**src/rtl/cpu_idle_pkg.sv**
```systemverilog
package cpu_idle_pkg;

    typedef enum logic [1:0] {
        PH_RUN,
        PH_ENTER,
        PH_RESIDE,
        PH_EXIT
    } phase_e;

    typedef enum logic {
        DEPTH_C2,
        DEPTH_C3
    } depth_e;

    localparam int STAGE_W  = 3;
    localparam int NUM_PINS = 4;

    // Pin index in the decode vector; the C3 entry order follows the index.
    localparam int PIN_DEEP    = 0;
    localparam int PIN_STOPCLK = 1;
    localparam int PIN_SLEEP   = 2;
    localparam int PIN_CPUCLK  = 3;

    localparam logic [STAGE_W-1:0] TOP_C2 = STAGE_W'(1);
    localparam logic [STAGE_W-1:0] TOP_C3 = STAGE_W'(NUM_PINS);

    typedef struct packed {
        phase_e               phase;
        depth_e               depth;
        logic [STAGE_W-1:0]   stage;
    } seq_state_t;

    // Stage at or above which a pin is asserted; zero means never.
    function automatic logic [STAGE_W-1:0] pin_threshold(depth_e d, int idx);
        logic [STAGE_W-1:0] thr;
        if (d == DEPTH_C3) begin
            thr = STAGE_W'(idx + 1);
        end else if (idx == PIN_STOPCLK) begin
            thr = STAGE_W'(1);
        end else begin
            thr = '0;
        end
        return thr;
    endfunction

endpackage

```
**src/rtl/cpu_idle_brk_qual.sv**
```systemverilog
module cpu_idle_brk_qual #(
    parameter int NUM_IRQ = 24
) (
    input  logic [NUM_IRQ-1:0] irq_req,
    input  logic [NUM_IRQ-1:0] irq_mask,
    input  logic               nmi_evt,
    input  logic               smi_evt,
    input  logic               init_evt,
    input  logic               kbc_reset_req,
    input  logic               bm_req,
    input  logic               in_c3,
    output logic               wake
);

    logic irq_wake;
    logic sys_wake;
    logic bus_wake;

    always_comb begin
        irq_wake = |(irq_req & ~irq_mask);
        sys_wake = nmi_evt | smi_evt | init_evt | kbc_reset_req;
        // bus masters need snoops, which only a stopped clock blocks
        bus_wake = bm_req & in_c3;
        wake     = irq_wake | sys_wake | bus_wake;
    end

endmodule

```
**src/rtl/cpu_idle_step_timer.sv**
```systemverilog
module cpu_idle_step_timer #(
    parameter int TMR_W = 8
) (
    input  logic             clk,
    input  logic             rst_n,
    input  logic             load,
    input  logic [TMR_W-1:0] load_val,
    output logic             expired
);

    logic [TMR_W-1:0] cnt_d;
    logic [TMR_W-1:0] cnt_q;

    always_comb begin
        cnt_d = cnt_q;
        if (load) begin
            cnt_d = load_val;
        end else if (cnt_q != '0) begin
            cnt_d = cnt_q - TMR_W'(1);
        end
    end

    always_ff @(posedge clk or negedge rst_n) begin
        if (!rst_n) begin
            cnt_q <= '0;
        end else begin
            cnt_q <= cnt_d;
        end
    end

    assign expired = (cnt_q == '0);

endmodule

```
**src/rtl/cpu_idle_pin_map.sv**
```systemverilog
module cpu_idle_pin_map
    import cpu_idle_pkg::*;
(
    input  depth_e                depth,
    input  logic [STAGE_W-1:0]    stage,
    output logic [NUM_PINS-1:0]   pin_on
);

    for (genvar g = 0; g < NUM_PINS; g++) begin : g_pin
        logic [STAGE_W-1:0] thr;
        always_comb begin
            thr       = pin_threshold(depth, g);
            pin_on[g] = (thr != '0) && (stage >= thr);
        end
    end

endmodule

```
**src/rtl/cpu_idle_seq_ctrl.sv**
```systemverilog
module cpu_idle_seq_ctrl
    import cpu_idle_pkg::*;
#(
    parameter int                ADDR_W    = 8,
    parameter logic [ADDR_W-1:0] LVL2_ADDR = 8'h14,
    parameter logic [ADDR_W-1:0] LVL3_ADDR = 8'h15,
    parameter int                STEP_MIN  = 4,
    parameter int                SETTLE_W  = 8,
    parameter int                TMR_W     = 12
) (
    input  logic                clk,
    input  logic                rst_n,
    input  logic                rd_en,
    input  logic [ADDR_W-1:0]   rd_addr,
    input  logic [SETTLE_W-1:0] settle_cycles,
    input  logic                wake,
    input  logic                tmr_expired,
    output logic                tmr_load,
    output logic [TMR_W-1:0]    tmr_val,
    output depth_e              depth,
    output logic [STAGE_W-1:0]  stage
);

    localparam logic [TMR_W-1:0] BASE_HOLD = TMR_W'(STEP_MIN - 1);

    seq_state_t cur_q;
    seq_state_t nxt_d;

    logic               hit_l2;
    logic               hit_l3;
    logic               unwind;
    logic [STAGE_W-1:0] top_stage;

    always_comb begin
        nxt_d     = cur_q;
        tmr_load  = 1'b0;
        tmr_val   = '0;
        unwind    = 1'b0;
        hit_l2    = rd_en && (rd_addr == LVL2_ADDR);
        hit_l3    = rd_en && (rd_addr == LVL3_ADDR);
        top_stage = (cur_q.depth == DEPTH_C3) ? TOP_C3 : TOP_C2;

        case (cur_q.phase)
            PH_RUN: begin
                if (hit_l3 || hit_l2) begin
                    nxt_d.phase = PH_ENTER;
                    nxt_d.depth = hit_l3 ? DEPTH_C3 : DEPTH_C2;
                    nxt_d.stage = STAGE_W'(1);
                    tmr_load    = 1'b1;
                    tmr_val     = BASE_HOLD;
                end
            end
            PH_ENTER: begin
                if (tmr_expired) begin
                    if (wake) begin
                        unwind = 1'b1;
                    end else if (cur_q.stage == top_stage) begin
                        nxt_d.phase = PH_RESIDE;
                    end else begin
                        nxt_d.stage = cur_q.stage + STAGE_W'(1);
                        tmr_load    = 1'b1;
                        tmr_val     = BASE_HOLD;
                    end
                end
            end
            PH_RESIDE: begin
                if (wake) begin
                    unwind = 1'b1;
                end
            end
            PH_EXIT: begin
                if (tmr_expired) begin
                    unwind = 1'b1;
                end
            end
            default: begin
                nxt_d.phase = PH_RUN;
                nxt_d.stage = '0;
            end
        endcase

        if (unwind) begin
            nxt_d.stage = cur_q.stage - STAGE_W'(1);
            if (nxt_d.stage == '0) begin
                nxt_d.phase = PH_RUN;
            end else begin
                nxt_d.phase = PH_EXIT;
                tmr_load    = 1'b1;
                if ((cur_q.depth == DEPTH_C3) && (cur_q.stage == TOP_C3)) begin
                    tmr_val = BASE_HOLD + TMR_W'(settle_cycles);
                end else begin
                    tmr_val = BASE_HOLD;
                end
            end
        end
    end

    always_ff @(posedge clk or negedge rst_n) begin
        if (!rst_n) begin
            cur_q <= '{phase: PH_RUN, depth: DEPTH_C2, stage: '0};
        end else begin
            cur_q <= nxt_d;
        end
    end

    assign depth = cur_q.depth;
    assign stage = cur_q.stage;

endmodule

```
**src/rtl/cpu_idle_seq.sv**
```systemverilog
module cpu_idle_seq
    import cpu_idle_pkg::*;
#(
    parameter int                NUM_IRQ   = 24,
    parameter int                ADDR_W    = 8,
    parameter logic [ADDR_W-1:0] LVL2_ADDR = 8'h14,
    parameter logic [ADDR_W-1:0] LVL3_ADDR = 8'h15,
    parameter int                STEP_MIN  = 4,
    parameter int                SETTLE_W  = 8
) (
    input  logic                clk,
    input  logic                rst_n,
    input  logic                rd_en,
    input  logic [ADDR_W-1:0]   rd_addr,
    input  logic [SETTLE_W-1:0] settle_cycles,
    input  logic [NUM_IRQ-1:0]  irq_req,
    input  logic [NUM_IRQ-1:0]  irq_mask,
    input  logic                nmi_evt,
    input  logic                smi_evt,
    input  logic                init_evt,
    input  logic                kbc_reset_req,
    input  logic                bm_req,
    output logic                deep_idle_n,
    output logic                stop_clk_n,
    output logic                cpu_sleep_n,
    output logic                cpu_clk_stop_n
);

    localparam int TMR_W = SETTLE_W + $clog2(STEP_MIN + 1) + 1;

    logic               wake;
    logic               tmr_load;
    logic [TMR_W-1:0]   tmr_val;
    logic               tmr_expired;
    depth_e             depth;
    logic [STAGE_W-1:0] stage;
    logic [NUM_PINS-1:0] pin_on;

    cpu_idle_brk_qual #(
        .NUM_IRQ(NUM_IRQ)
    ) u_qual (
        .irq_req       (irq_req),
        .irq_mask      (irq_mask),
        .nmi_evt       (nmi_evt),
        .smi_evt       (smi_evt),
        .init_evt      (init_evt),
        .kbc_reset_req (kbc_reset_req),
        .bm_req        (bm_req),
        .in_c3         (depth == DEPTH_C3),
        .wake          (wake)
    );

    cpu_idle_step_timer #(
        .TMR_W(TMR_W)
    ) u_timer (
        .clk      (clk),
        .rst_n    (rst_n),
        .load     (tmr_load),
        .load_val (tmr_val),
        .expired  (tmr_expired)
    );

    cpu_idle_seq_ctrl #(
        .ADDR_W    (ADDR_W),
        .LVL2_ADDR (LVL2_ADDR),
        .LVL3_ADDR (LVL3_ADDR),
        .STEP_MIN  (STEP_MIN),
        .SETTLE_W  (SETTLE_W),
        .TMR_W     (TMR_W)
    ) u_ctrl (
        .clk           (clk),
        .rst_n         (rst_n),
        .rd_en         (rd_en),
        .rd_addr       (rd_addr),
        .settle_cycles (settle_cycles),
        .wake          (wake),
        .tmr_expired   (tmr_expired),
        .tmr_load      (tmr_load),
        .tmr_val       (tmr_val),
        .depth         (depth),
        .stage         (stage)
    );

    cpu_idle_pin_map u_pins (
        .depth  (depth),
        .stage  (stage),
        .pin_on (pin_on)
    );

    assign deep_idle_n    = ~pin_on[PIN_DEEP];
    assign stop_clk_n     = ~pin_on[PIN_STOPCLK];
    assign cpu_sleep_n    = ~pin_on[PIN_SLEEP];
    assign cpu_clk_stop_n = ~pin_on[PIN_CPUCLK];

endmodule

```
**config.mk**
```make
export PLATFORM = sky130hd
export DESIGN_NAME = cpu_idle_seq
export DESIGN_NICKNAME = d
export VERILOG_FILES = /design/src/rtl/cpu_idle_pkg.sv /design/src/rtl/cpu_idle_brk_qual.sv /design/src/rtl/cpu_idle_step_timer.sv /design/src/rtl/cpu_idle_pin_map.sv /design/src/rtl/cpu_idle_seq_ctrl.sv /design/src/rtl/cpu_idle_seq.sv
export SDC_FILE = /design/constraint.sdc
export NUM_CORES = 1
export LEC_CHECK = 0
export ABC_CLOCK_PERIOD_IN_PS = 2800
export BUFFER_PORTS_ARGS = -buffer_cell sky130_fd_sc_hd__buf_4
export CAP_MARGIN = 5
export CORE_UTILIZATION = 50
export CTS_BUF_LIST = sky130_fd_sc_hd__clkbuf_4 sky130_fd_sc_hd__clkbuf_8
export DETAILED_ROUTE_END_ITERATION = 10
export GPL_TIMING_DRIVEN = 0
export PLACE_DENSITY = 0.87
export SYNTH_ARGS = -nofsm -noshare
export SYNTH_HDL_FRONTEND = slang
export SYNTH_SLANG_ARGS = --single-unit
```
**constraint.sdc**
```tcl
create_clock -name clk -period 2.8 [get_ports clk]
set_input_delay 0.42 -clock clk [delete_from_list [all_inputs] [get_ports clk]]
set_output_delay 0.42 -clock clk [all_outputs]
set_load 0.05 [all_outputs]
```
# Word level (Yosys, flattened, before mapping)
# Index checks and enable logic that the tools add are counted.
dict set report totals {
  ff_bits 18
  in_bits 72
  word_cells 97
}
dict set report classes {
  addsub 4
  order_cmp 4
  eq_ne 12
  mux 39
  bitwise 12
  n_reduce_logical 22
}
# op count
set ops {}
lappend ops {{two-way mux 12 bit} 7}
lappend ops {{AND 24 bit} 1}
lappend ops {{NOT 24 bit} 1}
lappend ops {{one-hot mux 12 bit (2 select lines)} 1}
lappend ops {{OR reduction 24 bit} 1}
lappend ops {{two-way mux 2 bit} 9}
lappend ops {{two-way mux 3 bit} 6}
lappend ops {{== test 8 x 5 -> 1 bit (second input constant)} 2}
lappend ops {{nonzero test 3 bit} 5}
lappend ops {{logical NOT 12 bit} 1}
lappend ops {{nonzero test 12 bit} 1}
lappend ops {{subtractor 12 x 1 -> 12 bit (second input constant)} 1}
lappend ops {{two-way mux 1 bit} 11}
lappend ops {{AND reduction 5 bit} 2}
lappend ops {{adder 2 x 8 -> 9 bit (first input constant)} 1}
lappend ops {{logical AND 1 bit} 7}
lappend ops {{greater-or-equal comparator 3 x 2 -> 1 bit} 2}
lappend ops {{greater-or-equal comparator 3 bit} 2}
lappend ops {{two-way mux 6 bit} 1}
lappend ops {{inequality test 3 x 1 -> 1 bit (second input constant)} 2}
lappend ops {{inequality test 3 x 2 -> 1 bit (second input constant)} 2}
lappend ops {{one-hot mux 3 bit (2 select lines)} 1}
lappend ops {{bitwise OR 1 bit} 5}
lappend ops {{== test 2 bit (second input constant)} 2}
lappend ops {{other kinds (16)} 19}

# Depth between registers and ports, before layout
dict set report logic_depth {
  depth_word 11
  depth_mapped 9
}

# Hierarchy
# From an unflattened synthesis, not the netlist that was laid out.
dict set report unflattened {
  hier_cells 225
  hier_area_um2 1851.8
}
# mod instances cells_per_inst area_each_um2
set by_module_without_submodules {}
lappend by_module_without_submodules {cpu_idle_seq_ctrl 1 96 805.8}
lappend by_module_without_submodules {cpu_idle_step_timer 1 72 730.7}
lappend by_module_without_submodules {cpu_idle_brk_qual 1 41 207.7}
lappend by_module_without_submodules {cpu_idle_pin_map 1 12 92.6}
lappend by_module_without_submodules {cpu_idle_seq 1 4 15.0}

# Worst setup path after synthesis
# No wires, ideal clock.
dict set report synth_path {
  kind {register -> output}
  startpoint {reg u_ctrl.cur_q (netlist bit u_ctrl.depth)}
  endpoint {out stop_clk_n}
  arrival_time_ns 2.173
  path_slack_ns 0.207
  stages_incl_launch_ff 5
  n_path_buf 0
  cell_sequence {dfrtp_1 -> inv_1 -> ha_1 -> nand2b_1 -> a211oi_1}
}
dict set report synth_between {
  elab_chain_len 4
}
# element line
set synth_lines {}
lappend synth_lines {{from (decl)} cpu_idle_seq_ctrl.sv:26} ;# seq_state_t cur_q;
lappend synth_lines {{from (signal assigned)} cpu_idle_seq_ctrl.sv:100} ;# cur_q <= '{phase: PH_RUN, depth: DEPTH_C2, stage: '0};
lappend synth_lines {{from (signal assigned)} cpu_idle_seq_ctrl.sv:102} ;# cur_q <= nxt_d;
lappend synth_lines {{two-way mux 2 bit (*)} cpu_idle_pkg.sv:36} ;# if (d == DEPTH_C3) begin
lappend synth_lines {{greater-or-equal comparator 3 x 2 -> 1 bit or nonzero test 3 bit (tied branches)} cpu_idle_pin_map.sv:13} ;# pin_on[g] = (thr != '0) && (stage >= thr);
lappend synth_lines {{logical AND 1 bit (*)} cpu_idle_pin_map.sv:13}
lappend synth_lines {{NOT 1 bit (*)} cpu_idle_seq.sv:91} ;# assign stop_clk_n = ~pin_on[PIN_STOPCLK];
lappend synth_lines {{to (decl)} cpu_idle_seq.sv:24} ;# output logic stop_clk_n,
# Mark *: on every way between the ends. The rest lies on a longest branch, timed or not.

# Worst setup path in the final report
dict set report layout_path {
  startpoint {reg u_timer.cnt_q[4]}
  endpoint {reg u_ctrl.cur_q (netlist bit u_ctrl.stage[0])}
}
dict set report layout_between {
  elab_chain_len 5
}
# element line
set layout_lines {}
lappend layout_lines {{from (decl)} cpu_idle_step_timer.sv:12} ;# logic [TMR_W-1:0] cnt_q;
lappend layout_lines {{from (signal assigned)} cpu_idle_step_timer.sv:27} ;# cnt_q <= cnt_d;
lappend layout_lines {{logical NOT 12 bit (*)} cpu_idle_step_timer.sv:31} ;# assign expired = (cnt_q == '0);
lappend layout_lines {{two-way mux 1 bit, on equally long branches} {cpu_idle_seq_ctrl.sv:72, cpu_idle_seq_ctrl.sv:54}}
lappend layout_lines {{one-hot mux 1 bit (3 select lines)} cpu_idle_seq_ctrl.sv:43} ;# case (cur_q.phase)
lappend layout_lines {{inequality test 3 x 2 -> 1 bit (no line), or another cell as far along} -}
lappend layout_lines {{AND reduction 5 bit (no line)} -}
# Marks and branches as above.
# A chain may end at the register's enable or synchronous reset.

==> impl_metrics.toml <==
[setup_path]
critical_path.top_delay_family = "simple AND/OR/NAND/NOR gates"
crit_fanout = 10
reg2reg_to = "u_ctrl.stage[0]"
startpoint_type = "flip-flop"
crit_cells = 7
crit_slowest_cell = "or4_4"
crit_arrival_ns = 2.72
r2r_cells = 7
critPathCapture = "u_ctrl.stage[0]"
crit_chain = "or4_4, or3_4, nor2_1, buf_4, o21ai_0, a2111oi_0, a21oi_1"
path_class = "flip-flop to flip-flop"
critPathBufInv = 1
startpoint = "u_timer.cnt_q[4]"
r2r_setup_slack_ns = 0.26
required_ns = 2.97
endpoint_kind = "flip-flop"
worstReg2RegStart = "u_timer.cnt_q[4]"
crit_path_max_incr_delay_ns = 0.57

[clock_tree]
cts_buffer_depth = 2
cts_tree = "yes"
cts_setup_buffers = 0
numCtsBuffers = 3
root_buffer = "clkbuf_4"
cts-resized-gates = 0
clkTransAtPathRegs_ns = 0.11
insertion_delay_ns = 0.30
clock_sinks = 18
h-tree-depth = 1

[synthesis]
synthArstFlopShare = 1.00
synth-simple-area-share = 0.269
yosysSeqAreaShare = 0.254
synth-compound-area-share = 0.251
synth_fa_ha_area_frac = 0.0832
synthMuxAreaShare = 0.0120
avgSynthCellArea_um2 = 8.45
ys_ff_latch = 18
synth_cells = 210
synth_top_family_by_area = "simple AND/OR/NAND/NOR gates"
synth_edf_count = 0
yosysUniqueCellTypes = 56
synth_xor_area_frac = 0.0641
yosysWarnings = 0
syn-cell-area_um2 = 1780
yosys_most_used_dff = "dfrtp_1"
synth_nets = 293

[power]
internal_power_w = 0.000777
ir_drop_mv = 0.316
swShare = 0.418
combPwrFrac = 0.546
seq_power_share = 0.354
power.switching_w = 0.000558
powerDensity_nw_per_um2 = 550
clkPwrFrac = 0.100
p_leak_nw = 1.13

[sta]
hold_viol = 0
tightest_slew_ns = 0.694
max-slew-margin-rel = 0.534
final.setup_skew_ns = 0.00810
fin_ws_ns = 0.257
fmax_mhz = 393
post-route-period-util = 0.908
rsz0062_at_grt = "no"
period_minus_slack_ns = 2.54
setup_viol = 0
setup_tns_ns = 0
finalMaxSlewViolations = 0

[drt]
postRouteWirelength_um = 4520
first_pass_iters = 4
vias = 1899
post-route-drc-count = 0
initialDrtViolationCount = 48
wl_per_cell_um = 13.5
antenna_left = 0
vias_per_cell = 5.67

[grt]
track_usage = 0.252
grt_pass1_vias = 1723
grt_overflow_total = 0
antenna_found_initial = 0
grt_pass1_wl_um = 7210
grt_start_max_net_pins = 19

[final_layout]
final_cell_mix = "76 x buf_4, 21 x inv_1, 18 x dfrtp_1"
nets = 374
drive_above_1_share = 0.329
antenna_cells = 0
final_common_cell = "buf_4"
areaGrowthSynthToFinish_pct = 36.8

[floorplanning]
die-area_um2 = 3790
coreArea_um2 = 3360
row_count = 21
io_pins = 76
initial_core_util = 0.528
dieHeight_um = 61.6
die_w_um = 61.6

[place]
port-buffer-count = 75
hpwl_um = 3640
place_ws_ns = 0.260
gp_congestion = 0.873

[hold_path]
min-delay-path-class = "primary input to flip-flop"

[run_status]
status = "finished clean"

[flow_run]
cap_violations = 0
cells in the mapped netlist, types with 2 or more instances:
cell       number  area share
a211oi_1        6       0.025
nor2_1         12       0.025
a21o_1          2      0.0085
nor4_1          2      0.0070
inv_1          21       0.044
ha_1           11       0.078
xnor2_1         8       0.039
clkbuf_1        2      0.0042
dfrtp_1        18        0.25
nand2_1        12       0.025
or3_1           2      0.0070
o31ai_1         4       0.017
o21a_1          2      0.0085
a2bb2oi_1       5       0.025
o21ai_0        10       0.028
nor3_1         14       0.039
nand2b_1       16       0.056
o211ai_1        3       0.013
nor3_2          2       0.011
o221ai_1        2      0.0099
xor2_1          5       0.025
a21oi_1         6       0.017
a22oi_1         3       0.013
o2111ai_1       6       0.030
nand3_1         5       0.014
state kept, by name (all words and copies together), names as in the netlist:
signal and cells:
u_ctrl.cur_q 2, u_timer.cnt_q 12, u_ctrl.depth 1, u_ctrl.stage 3
stage by stage:
| step | hold slack, ns | total power (W) | util | instance area, um2 | cells |
|---|---|---|---|---|---|
| after CTS | 0.320 | 0.00133 | 0.722 | 2430 | 335 |
| final | 0.315 | 0.00133 | 0.722 | 2430 | 335 |
| after detailed placement | 0.305 | 0.00120 | 0.712 | 2400 | 331 |
| after floorplan | 0.124 | 0.000985 | - | 1780 | 210 |
| after global routing | 0.342 | 0.00145 | 0.722 | 2430 | 335 |
| after global placement | 0.303 | 0.00117 | 0.712 | 2400 | 331 |
timing repair:
| item | CTS | global route |
|---|---|---|
| hold buffers | 1 | 0 |
| setup endpoints to repair | 0 | 0 |
| hold endpoints to repair | 18 | 0 |
layout make-up:
cell class                      count  area [um2]
Timing Repair Buffer               76         573
Sequential cell                    18         450
Buffer                              5        40.0
Inverter                           21        78.8
Tap cell                           46        57.6
Clock buffer                        3        22.5
Fill cell                         276         935
Multi-Input combinational cell    166        1210
routing by layer:
layer  up-vias  wire, um  share of wire  track usage
met1       869      1910           0.42        0.311
met2        80      2170           0.48        0.453
li1        941         -              -            -
met4         0        69          0.015       0.0857
met5         -         0              0            0
met3         9       361          0.080       0.0273
power by group through the flow:
stage                     clock, W  sequential [W]  combinational (W)
after floorplan                  0        0.000452           0.000533
after global placement           0        0.000469           0.000699
after detailed placement         0        0.000476           0.000720
after CTS                 0.000135        0.000470           0.000728
after global routing      0.000142        0.000487           0.000824
final                     0.000133        0.000472           0.000729
worst min-delay path, cell delays in order:
cell	delay, ns
buf_4	0.08
nand2_1	0.03
o21ai_0	0.05
worst min path at each step:
stage	endpoint	depth (start not counted)	from	slack, ns
after floorplan	u_ctrl.cur_q[4]	0	rst_n	0.12
after global placement	u_timer.cnt_q[11]	1	rst_n	0.30
after detailed placement	u_timer.cnt_q[3]	1	rst_n	0.30
after CTS	u_ctrl.depth	3	rd_addr[0]	0.32
after global routing	u_ctrl.depth	3	rd_addr[0]	0.34
final	u_ctrl.depth	3	rd_addr[0]	0.31
cell families after synthesis:
family,count (synthesis)
buffers and inverters,26
adders and majority gates,12
and+or+nand+nor,80
muxes,2
AOI/OAI and AO/OA,59
xor gates and xnor gates,13
DFF,18
Note: power is estimated with default switching activity, not from simulation.
